$ cat src/rtl/din_conditioner.sv
module din_conditioner #(
  parameter int NCH           = 4,
  parameter int FILTER_CYCLES = 16
) (
  input  logic           clk,
  input  logic           rst_n,
  input  logic [NCH-1:0] pin_i,
  input  logic           inv_all_i,
  input  logic [NCH-1:0] inv_mask_i,
  input  logic [NCH-1:0] flt_en_i,
  output logic [NCH-1:0] data_o
);

  localparam int CW = $clog2(FILTER_CYCLES + 1);
  localparam logic [CW-1:0] LAST = CW'(FILTER_CYCLES - 1);

  logic [NCH-1:0] cond;

  assign cond = pin_i ^ (inv_all_i ? {NCH{1'b1}} : inv_mask_i);

  for (genvar i = 0; i < NCH; i++) begin : g_ch
    logic          q;
    logic [CW-1:0] cnt;

    always_ff @(posedge clk or negedge rst_n) begin
      if (!rst_n) begin
        q   <= 1'b0;
        cnt <= '0;
      end else if (!flt_en_i[i]) begin
        q   <= cond[i];
        cnt <= '0;
      end else if (cond[i] == q) begin
        cnt <= '0;
      end else if (cnt == LAST) begin
        q   <= cond[i];
        cnt <= '0;
      end else begin
        cnt <= cnt + 1'b1;
      end
    end

    assign data_o[i] = q;
  end

endmodule

$ cat config.mk
export PLATFORM = sky130hd
export DESIGN_NAME = din_conditioner
export DESIGN_NICKNAME = d
export VERILOG_FILES = /design/src/rtl/din_conditioner.sv
export SDC_FILE = /design/constraint.sdc
export NUM_CORES = 1
export LEC_CHECK = 0
export BUFFER_PORTS_ARGS = -buffer_cell sky130_fd_sc_hd__clkbuf_2
export CAP_MARGIN = 30
export CORE_ASPECT_RATIO = 1.4
export CORE_MARGIN = 2
export CORE_UTILIZATION = 52
export CTS_BUF_LIST = sky130_fd_sc_hd__clkbuf_2 sky130_fd_sc_hd__clkbuf_4 sky130_fd_sc_hd__clkbuf_8
export DETAILED_ROUTE_END_ITERATION = 6
export MAX_ROUTING_LAYER = met4
export PLACE_DENSITY_LB_ADDON = 0.05
export SLEW_MARGIN = 20
export SYNTH_ARGS = -nofsm -noshare
export SYNTH_HDL_FRONTEND = slang
export SYNTH_SLANG_ARGS = --single-unit
export TNS_END_PERCENT = 10
$ cat constraint.sdc
create_clock -name clk -period 1.91 [get_ports clk]
set_clock_uncertainty 0.15 [all_clocks]
set_input_delay 0.0955 -clock clk [delete_from_list [all_inputs] [get_ports clk]]
set_output_delay 0.0955 -clock clk [all_outputs]
set_load 0.05 [all_outputs]
Word-level counts from Yosys, hierarchy flattened
Cells that the tools add are included.

storage, ports and cells
  bits in latches = 0
  word-level logic and storage cells = 58
  bits in registers = 24
  ROM bits = 0
  memories = 0
  RAM bits = 0

cells by class
  shift operators = 0
  div/mod/pow operators = 0
  add/sub/neg operators = 4
  reduce and logical (&&, ||, !) cells = 4
  multiplexer cells = 25
  $lt $le $gt $ge = 0
  multiply operators = 0
  bitwise operators = 1
  eq/ne operators = 16

operators by type and width
  kind                                                                      number
  5-bit two-way mux                                                         12
  5-bit by 1-bit adder with 5-bit output (second input constant)            4
  5-bit by 4-bit equality test with 1-bit output (second input constant)    4
  1-bit two-way mux                                                         12
  2-bit by 1-bit inequality test with 1-bit output (second input constant)  4
  2-bit inequality test (second input constant)                             4
  2-bit AND reduction                                                       4
  1-bit equality test                                                       4
  4-bit two-way mux                                                         1
  4-bit XOR                                                                 1

Depth between registers and ports, before layout
Gate-level depths: netlist (run 1).

  depth in word-level cells = 5
  depth in mapped cells = 4
  depth with buffers taken out = 4

Worst setup path before layout (run 1)
OpenSTA, ideal clock, no wires.

  kind = register -> register
  start = register g_ch[2].cnt[0]
  end = register g_ch[2].q
  buffers on the path = 0
  data arrival time = 1.144 ns
  stages on the path, launching flop included = 5
  path slack = 0.491 ns
  required time = 1.635 ns
  path through = dfrtp_1 ha_1 nand3_1 o21ai_1 mux2_2

on the way
  word-level cells in the longest chain between the ends = 3

ends and longest elaborated chain
  what                                                        RTL line  RTL
  from (decl)                                                 23        logic [CW-1:0] cnt;
  from (signal assigned)                                      38        cnt <= cnt + 1'b1;
  5-bit by 4-bit equality test with 1-bit output              34        end else if (cnt == LAST) begin
  2-bit by 1-bit inequality test with 1-bit output (no line)  --
  2-bit AND reduction (no line)                               --
  to (signal assigned)                                        30        q <= cond[i];
  to (signal assigned)                                        35        q <= cond[i];
  to (decl)                                                   22        logic q;

Every way passes these cells.
A chain may end at the register's enable or synchronous reset.

Worst setup path after layout (run 1)
Ends and elaborated chain as after synthesis.

==> results.tsv, run 1 <==
metric	value	unit
critPathLaunch	g_ch[2].cnt[0]$_DFF_PN0_	
cp_max_fo	3	
yosys-top-cells-area	dfrtp_1 (52%), xor3_2 (8.6%), xnor2_1 (6.0%), nor3b_1 (4.5%), ha_1 (4.3%)	
synthMuxAreaShare	0.03888	
critPathBufInv	0	
final_cells	135	
syn_nets	107	
worst_r2r_path_depth	4	
core	2152	µm²
syn2layout_area_growth	16.74	%
initial_core_util	0.5384	
fin_area	1353	µm²
grt_max_degree	25	
dp.cells	124	
final_max_slew_viol_count	0	
arrival	1.63	ns
die_h	59.85	µm
drt-initial-drc-count	10	
period_share	0.8190	
drt_wl_total	1.906	mm
synth_cell_types	15	
yosysTopAreaCell	dfrtp_1	
critPathKind	reg2reg	
synth_commonest_cells	dfrtp_1 (24), nand3_1 (8), nor3_1 (8), xnor2_1 (8), nor3b_1 (7)	
min-delay-start	pin_i[3]	
finalWorstSetupSlack	0.3457	ns
grt_pass1_vias	789	
cpMaxStageDelayCell	dfrtp_1	
die_w	43.90	µm
clock_sinks	24	
port_buffers	18	
viasPerCell	5.422	
synth-xor-area-share	0.1771	
hold_viol	0	
p_leak	0.0006529	µW
cts_buffers	3	
synth-compound-area-share	0.02700	
multi_input_area	528.0	µm²
fmax	639.3	MHz
worstSkewPairLatency	0.31	ns
synth_top_family_by_area	XOR/XNOR gates	
placed_cell_area	1246	µm²
routabilityCongestion	0.7341	
irDropWorstVdd	0.0006392	V
cts_tree	yes	
avgSynthCellArea	13.17	µm²
cap_violations	0	
ff_latch_area	600.6	µm²
n_fill_cell	184	
postCtsSetupRepairBufs	0	
htreeDepth	1	
holdPathStages	3	
endpoint_kind	flip-flop	
grt_remaining_overflow	0	
clockBufferDepth	2	
diodes	0	
ys_warn_count	0	
layout_min_cycle_time	1.564	ns
synth_edf_count	0	
cpPeakStageDelay	0.39	ns
rsz0062_at_grt	false	
synth.most_common_cell	dfrtp_1	
remaining_drc_errors	0	
firstDrtPassIters	3	
hpwl	1.420	mm
max_slew_margin	0.6087	
reg2reg_from	g_ch[2].cnt[0]$_DFF_PN0_	
hp-class	in2reg	
clockRootBuffer	clkbuf_4	
groute.usage.overall	0.1743	
grt_first_pass_wirelength	3.208	mm
detail-route-antenna-nets	0	
pre_cts_slack	0.3531	ns
clkTransAtPathRegs	0.13	ns
wire_per_inst	14.12	µm
synthSimpleGateAreaFrac	0.1695	
critPathLaunchType	flip-flop	
synth_fa_ha_area_frac	0.04320	
die-area	2627	µm²
fin_nets	133	
synth.top_cell.area_share	0.5184	
ys_seq_area_frac	0.5184	
crit_family	flip-flops	
worst_pin_slew	0.5870	ns
antenna_found_initial	0	
finalSetupViolCount	0	
synth-seq-cells	24	
status	completed	
ys.flop_type	dfrtp_1	
vias	732	
path_cells	ha_1 -> nand3_1 -> o21ai_1 -> mux2_2	
async_flop_share	1.000	
cp.depth	4	
num_io_pins	19	
rows	20	
synth_cells	88	
netlist_area	1159	µm²
cp.required	1.97	ns
final.setup.tns	0	ns
layout-drive-gt1-share	0.2920	
power.density	795.5	nW/µm²
[where the power goes]
group / total [µW] / leakage (µW) / switching [µW] / internal [µW]
clock: 262 / 0.0000210 / 146 / 116
sequential: 574 / 0.000322 / 30.0 / 544
combinational: 240 / 0.000310 / 126 / 114
total: 1080 / 0.000653 / 302 / 774
[layout by cell type, fill, tap and decap left out]
master,n
clkbuf_4,3
and4b_1,4
mux2_2,4
dfrtp_1,24
xor2_1,4
nand3_1,8
nor3_1,8
ha_1,4
and3b_1,1
xnor2_1,8
clkbuf_2,18
xor3_2,4
o21ai_2,3
nor3b_1,7
clkbuf_8,1
nor2_1,4
dlygate4sd3_1,7
o21ai_1,1
[flip-flops by register name, indices dropped and copies added, names as in the netlist]
signal and count:
g_ch.q 4, g_ch.cnt 20
[area by class of cell]
class	count	share of cell area
Clock buffer	4	0.02683
Multi-Input combinational cell	60	0.3904
Sequential cell	24	0.4440
Tap cell	22	0.02035
Timing Repair Buffer	25	0.1184
[routing by layer]
layer  vias to the layer above  GRT usage  routed length, µm
met2                        15     0.3004                973
met5                         -          -                  0
met4                         0    0.09091                 18
met1                       356     0.1941                839
li1                        359          -                  -
met3                         2    0.02115                 74
[per-stage QoR]
stage                 util  total power (µW)  hold WS (ns)
floorplan                -             765.9       -0.3501
global placement    0.5791             809.8      -0.02640
detailed placement  0.5791             818.0      -0.02404
CTS                 0.6285              1092      0.003411
global route        0.6285              1137      0.002031
finish              0.6285              1076      0.007648
[path summary, 6_finish.rpt]
kind,to,slack [ns]
worst min register to register,g_ch[0].cnt[0]$_DFF_PN0_,0.33
worst max register to register,g_ch[2].q$_DFFE_PN0P_,0.35
min in group asynchronous,g_ch[3].cnt[0]$_DFF_PN0_,0.15
worst min-delay path,g_ch[3].q$_DFFE_PN0P_,0.008
max in group asynchronous,g_ch[0].cnt[3]$_DFF_PN0_,1.07
worst max-delay path,g_ch[2].q$_DFFE_PN0P_,0.35
[worst min-delay path, delay by kind of cell]
family / cells / cell delay [ns]
XOR/XNOR: 1 / 0.11
multiplexers: 1 / 0.13
buffers and inverters: 1 / 0.10
[cells by family after synthesis]
family          after synthesis
flops                        24
fa+ha+maj                     4
buf+inv                       4
compound gates                4
simple gates                 32
xor+xnor                     16
mux                           4
[timing repair]
item / in CTS / in global routing
resized for setup: 0 / 0
hold buffers: 7 / 0
endpoints found under the hold margin: 44 / 0
Note: power is estimated with default switching activity, not from simulation.
==> inputs of run 2 (changes only) <==
- clock period: 1.91 -> 1.5 ns (I/O delays scaled with it)
==> results.tsv, run 2 (synthesis gave the netlist of run 1 again) <==
metric	value	unit	change
status	completed		
hpwl	1.315	mm	-7.4%
die_w	43.90	µm	unchanged
grt_max_degree	25		unchanged
fin_area	1415	µm²	+4.6%
p_leak	0.0006767	µW	+3.7%
placed_cell_area	1276	µm²	+2.4%
cts_tree	yes		
grt_remaining_overflow	0		unchanged
hold_viol	0		unchanged
diodes	0		unchanged
fmax	693.0	MHz	+8.4%
endpoint_kind	flip-flop		
arrival	1.49	ns	-0.14 ns
die_h	59.85	µm	unchanged
drt_wl_total	1.766	mm	-7.3%
clockBufferDepth	2		unchanged
remaining_drc_errors	0		unchanged
final.setup.tns	0	ns	unchanged
layout_commonest_cell	dfrtp_1		
cts_buffers	3		unchanged
cpPeakStageDelay	0.39	ns	about the same
htreeDepth	1		unchanged
clockRootBuffer	clkbuf_4		
drt-initial-drc-count	16		+6
reg2reg_from	g_ch[0].cnt[0]$_DFF_PN0_		
detail-route-antenna-nets	0		unchanged
path_cells	ha_2 -> nand3_1 -> o21ai_2 -> mux2_2		
num_io_pins	19		unchanged
clock_sinks	24		unchanged
initial_core_util	0.5384		unchanged
worst_pin_slew	0.5763	ns	-0.01071 ns
worstSetupEndpoint	g_ch[0].q$_DFFE_PN0P_		
groute.usage.overall	0.1603		-0.01408
die-area	2627	µm²	unchanged
cp.required	1.55	ns	-0.42 ns
max_flop_register	g_ch.cnt		
grt_first_pass_wirelength	2.994	mm	-6.7%
final_max_slew_viol_count	0		unchanged
layout_min_cycle_time	1.443	ns	-0.1212 ns
cp_max_fo	3		unchanged
finalSetupViolCount	0		unchanged
r2r_slack	0.06	ns	-0.29 ns
largest_register_ffs	20		unchanged
layout-drive-gt1-share	0.3500		+0.05796
clkTransAtPathRegs	0.11	ns	-0.02 ns
mostFrequentLayoutCells	dfrtp_1 (24), clkbuf_2 (18), dlygate4sd3_1 (9)		
rsz0062_at_grt	true		
finish.utilization	0.6576		+0.02907
viasPerCell	5.373		-0.90%
n_fill_cell	171		-7.1%
dp.cells	128		+3.2%
power.density	935.6	nW/µm²	+18%
syn2layout_area_growth	22.14	%	
final_cells	142		+5.2%
grt_pass1_vias	764		-3.2%
critPathLaunch	g_ch[0].cnt[0]$_DFF_PN0_		
r2r_end	g_ch[0].q$_DFFE_PN0P_		
fin_nets	141		+6.0%
routabilityCongestion	0.7033		-4.2%
core	2152	µm²	unchanged
rows	20		unchanged
cap_violations	0		unchanged
reg_top3	g_ch.cnt (20), g_ch.q (4)		
critPathKind	reg2reg		
worstSkewPairLatency	0.30	ns	about the same
hp-class	in2reg		
period_share	0.9620		+0.1430
irDropWorstVdd	0.0006972	V	+9.1%
port_buffers	18		unchanged
vias	763		+4.2%
max_slew_margin	0.6158		+0.007138
wire_per_inst	12.44	µm	-12%
hold-worst-slack	0.01958	ns	+0.01193 ns
worst_r2r_path_depth	4		unchanged
cpMaxStageDelayCell	dfrtp_1		
critPathLaunchType	flip-flop		
firstDrtPassIters	4		+1
antenna_found_initial	0		unchanged
## run 2: cell types whose count changed in the layout (fill, tap and decap cells not counted)
cell and delta:
ha_2 +3, dlygate4sd3_1 +2, clkbuf_8 -1, o21ai_1 -1, o21ai_2 +1, ha_1 -3, buf_4 +6
## run 2: worst max-delay path: cells and delay by family (launching register included)
family,cells,cell delay [ns]
mux,1,0.34
simple gates,1,0.10
compound gates,1,0.16
fa+ha+maj,1,0.20
flops,1,0.39
## run 2: final cells by class
type / instances / area, µm² / share of cell area
sequential: 24 / 600.6 / 0.4244
clock buffer: 3 / 22.52 / 0.01592
timing repair buffer: 33 / 225.2 / 0.1592
tap: 22 / 27.53 / 0.01945
multi-input combinational: 60 / 539.3 / 0.3811
## run 2: repair_timing
item                       CTS  global route
hold buffers                 9             0
setup endpoints to repair    0             4
buffers inserted             0             2
resized for setup            0             4
hold endpoints to repair    46             0
## run 2: worst min-delay path by stage
stage,start,depth (start not counted),endpoint
after floorplan,rst_n,0,g_ch[0].cnt[0]$_DFF_PN0_
after global placement,rst_n,1,g_ch[3].cnt[4]$_DFF_PN0_
after detailed placement,rst_n,1,g_ch[3].cnt[4]$_DFF_PN0_
after CTS,inv_mask_i[3],4,g_ch[3].q$_DFFE_PN0P_
after global routing,inv_mask_i[3],4,g_ch[3].q$_DFFE_PN0P_
final,inv_mask_i[3],4,g_ch[3].q$_DFFE_PN0P_
## run 2: through the flow
| stage | worst slack (ns) | power [µW] |
|---|---|---|
| floorplan | 0.08097 | 975.3 |
| global placement | 0.04320 | 1039 |
| detailed placement | 0.05512 | 1047 |
| CTS | 0.03697 | 1332 |
| global route | -0.01262 | 1407 |
| finish | 0.05693 | 1324 |
## run 2: routing by layer
layer,track usage,part of all wire,up-vias
met3,0.02115,0.040,2
met5,-,0,-
met4,0.07792,0.0091,0
met1,0.1871,0.46,366
li1,-,-,380
met2,0.2689,0.49,15
## run 2: where the power goes
group	total, µW	internal, µW	switching (µW)	leakage (µW)
combinational	331	166	165	0.000341
clock	263	93.5	169	0.0000138
sequential	730	693	37.4	0.000322
total	1320	953	371	0.000677
==> inputs of run 3 (changes only) <==
- PLACE_DENSITY: default -> 0.74
- PLACE_DENSITY_LB_ADDON: 0.05 -> default
==> results.tsv, run 3 (synthesis gave the netlist of run 1 again) <==
metric	value	unit	change
hpwl	1.447	mm	+10%
largest_register_ffs	20		unchanged
grt_pass1_vias	843		+10%
remaining_drc_errors	0		unchanged
hold_viol	0		unchanged
globalRouteMet3Util	0.03021		+0.009063
firstDrtPassIters	4		unchanged
p_leak	0.0007154	µW	+5.7%
fmax	674.0	MHz	-2.7%
clockBufferDepth	2		unchanged
period_share	0.9891		+0.02708
groute.usage.overall	0.1801		+0.01979
worst_pin_slew	0.5884	ns	+0.01209 ns
layout_commonest_cell	dfrtp_1		
drt_wl_total	2.062	mm	+17%
die-area	2627	µm²	unchanged
die_w	43.90	µm	unchanged
cp.required	1.55	ns	about the same
antenna_found_initial	0		unchanged
grt_max_degree	25		unchanged
syn2layout_area_growth	30.13	%	
hp-class	in2reg		
initial_core_util	0.5384		unchanged
critPathKind	reg2reg		
finalSetupViolCount	0		unchanged
cp_max_fo	3		unchanged
grt_remaining_overflow	0		unchanged
port_buffers	18		unchanged
cap_violations	0		unchanged
vias	788		+3.3%
path_cells	ha_2 -> nand3_2 -> o21ai_2 -> mux2_4		
busiest_layer	met2		
grt_first_pass_wirelength	3.443	mm	+15%
hold-worst-slack	0.02967	ns	+0.01009 ns
n_fill_cell	157		-8.2%
status	completed		
clock_sinks	24		unchanged
arrival	1.54	ns	+0.05 ns
finish.utilization	0.7006		+0.04302
wire_per_inst	14.03	µm	+13%
final_cells	147		+3.5%
die_h	59.85	µm	unchanged
final_max_slew_viol_count	0		unchanged
rows	20		unchanged
reg_top3	g_ch.cnt (20), g_ch.q (4)		
layout-drive-gt1-share	0.4080		+0.05800
cts_buffers	3		unchanged
fin_nets	145		+2.8%
detail-route-antenna-nets	0		unchanged
drt-initial-drc-count	8		-8
diodes	0		unchanged
dp.cells	129		+0.78%
layout_min_cycle_time	1.484	ns	+0.04061 ns
cpPeakStageDelay	0.41	ns	+0.02 ns
critPathLaunchType	flip-flop		
endpoint_kind	flip-flop		
use_met1	0.1937		+0.006553
max_flop_register	g_ch.cnt		
mostFrequentLayoutCells	dfrtp_1 (24), clkbuf_2 (18), buf_4 (10), dlygate4sd3_1 (9)		
fin_area	1508	µm²	+6.5%
rsz0062_at_grt	true		
irDropWorstVdd	0.0005821	V	-17%
max_slew_margin	0.6078		-0.008059
cts_tree	yes		
htreeDepth	1		unchanged
viasPerCell	5.361		-0.24%
cpMaxStageDelayCell	dfrtp_1		
clkTransAtPathRegs	0.13	ns	+0.02 ns
placed_cell_area	1284	µm²	+0.59%
r2r_slack	0.02	ns	-0.04 ns
num_io_pins	19		unchanged
worstSkewPairLatency	0.30	ns	about the same
routabilityCongestion	0.7332		+4.3%
core	2152	µm²	unchanged
power.density	941.6	nW/µm²	+0.64%
use_met2	0.3193		+0.05042
clockRootBuffer	clkbuf_4		
==> run 3: cell count changes in the layout (fill, tap and decap cells not counted), moves of 2 or more <==
cell     before  now
buf_4         6   10
mux2_2        4    1
mux2_4        0    3
nand3_1       8    5
nand3_2       0    3
ha_4          0    2
==> run 3: final timing paths <==
| kind | from | end | cells past startpoint |
|---|---|---|---|
| setup / recovery | g_ch[2].cnt[0]$_DFF_PN0_ | g_ch[2].q$_DFFE_PN0P_ | 4 |
| hold reg to reg | g_ch[2].cnt[0]$_DFF_PN0_ | g_ch[2].cnt[0]$_DFF_PN0_ | 1 |
| min in group asynchronous | rst_n | g_ch[1].cnt[0]$_DFF_PN0_ | 2 |
| max in group asynchronous | rst_n | g_ch[0].cnt[2]$_DFF_PN0_ | 2 |
| hold / removal | inv_mask_i[3] | g_ch[3].q$_DFFE_PN0P_ | 4 |
| setup reg to reg | g_ch[2].cnt[0]$_DFF_PN0_ | g_ch[2].q$_DFFE_PN0P_ | 4 |
==> run 3: through the flow <==
step                TNS [ns]  setup slack [ns]  total power [µW]
detailed placement         0           0.01796              1051
CTS                        0         0.0002671              1403
global route        -0.04479          -0.04479              1506
finish                     0           0.01632              1420
global placement           0           0.06388              1042
floorplan                  0           0.08097             975.3
==> run 3: area by class of cell <==
type / count / area, µm² / share of cell area
Sequential cell: 24 / 600.6 / 0.3983
Timing Repair Buffer: 37 / 255.2 / 0.1693
Multi-Input combinational cell: 60 / 588.1 / 0.3900
Tap cell: 22 / 27.53 / 0.01826
Clock buffer: 4 / 36.28 / 0.02407
==> run 3: timing repair <==
| action | 4_1_cts | 5_1_grt |
|---|---|---|
| setup endpoints to repair | 0 | 6 |
| resized for setup | 0 | 13 |
| buffers inserted | 0 | 5 |
| hold buffers | 9 | 0 |
| endpoints found under the hold margin | 46 | 0 |
==> run 3: worst max-delay path: cells and delay by family, from the launching register on <==
kind | cells | cell delay, ns
multiplexers | 1 | 0.31
adder cells (fa/ha/maj) | 1 | 0.22
AND/OR/NAND/NOR | 1 | 0.10
AO/OA/AOI/OAI | 1 | 0.19
flip-flops | 1 | 0.41
==> run 3: power by group <==
part	total [µW]	switching, µW	leakage [µW]	internal (µW)
clock	330	182	0.0000210	148
sequential	737	44.0	0.000322	693
combinational	353	170	0.000373	184
==> run 3: layer usage <==
| layer | vias to the layer above | part of all wire | wire length [µm] |
|---|---|---|---|
| met5 | - | 0 | 0 |
| met3 | 4 | 0.040 | 83 |
| met1 | 380 | 0.40 | 831 |
| met2 | 15 | 0.54 | 1113 |
| li1 | 389 | - | - |
| met4 | 0 | 0.016 | 33 |
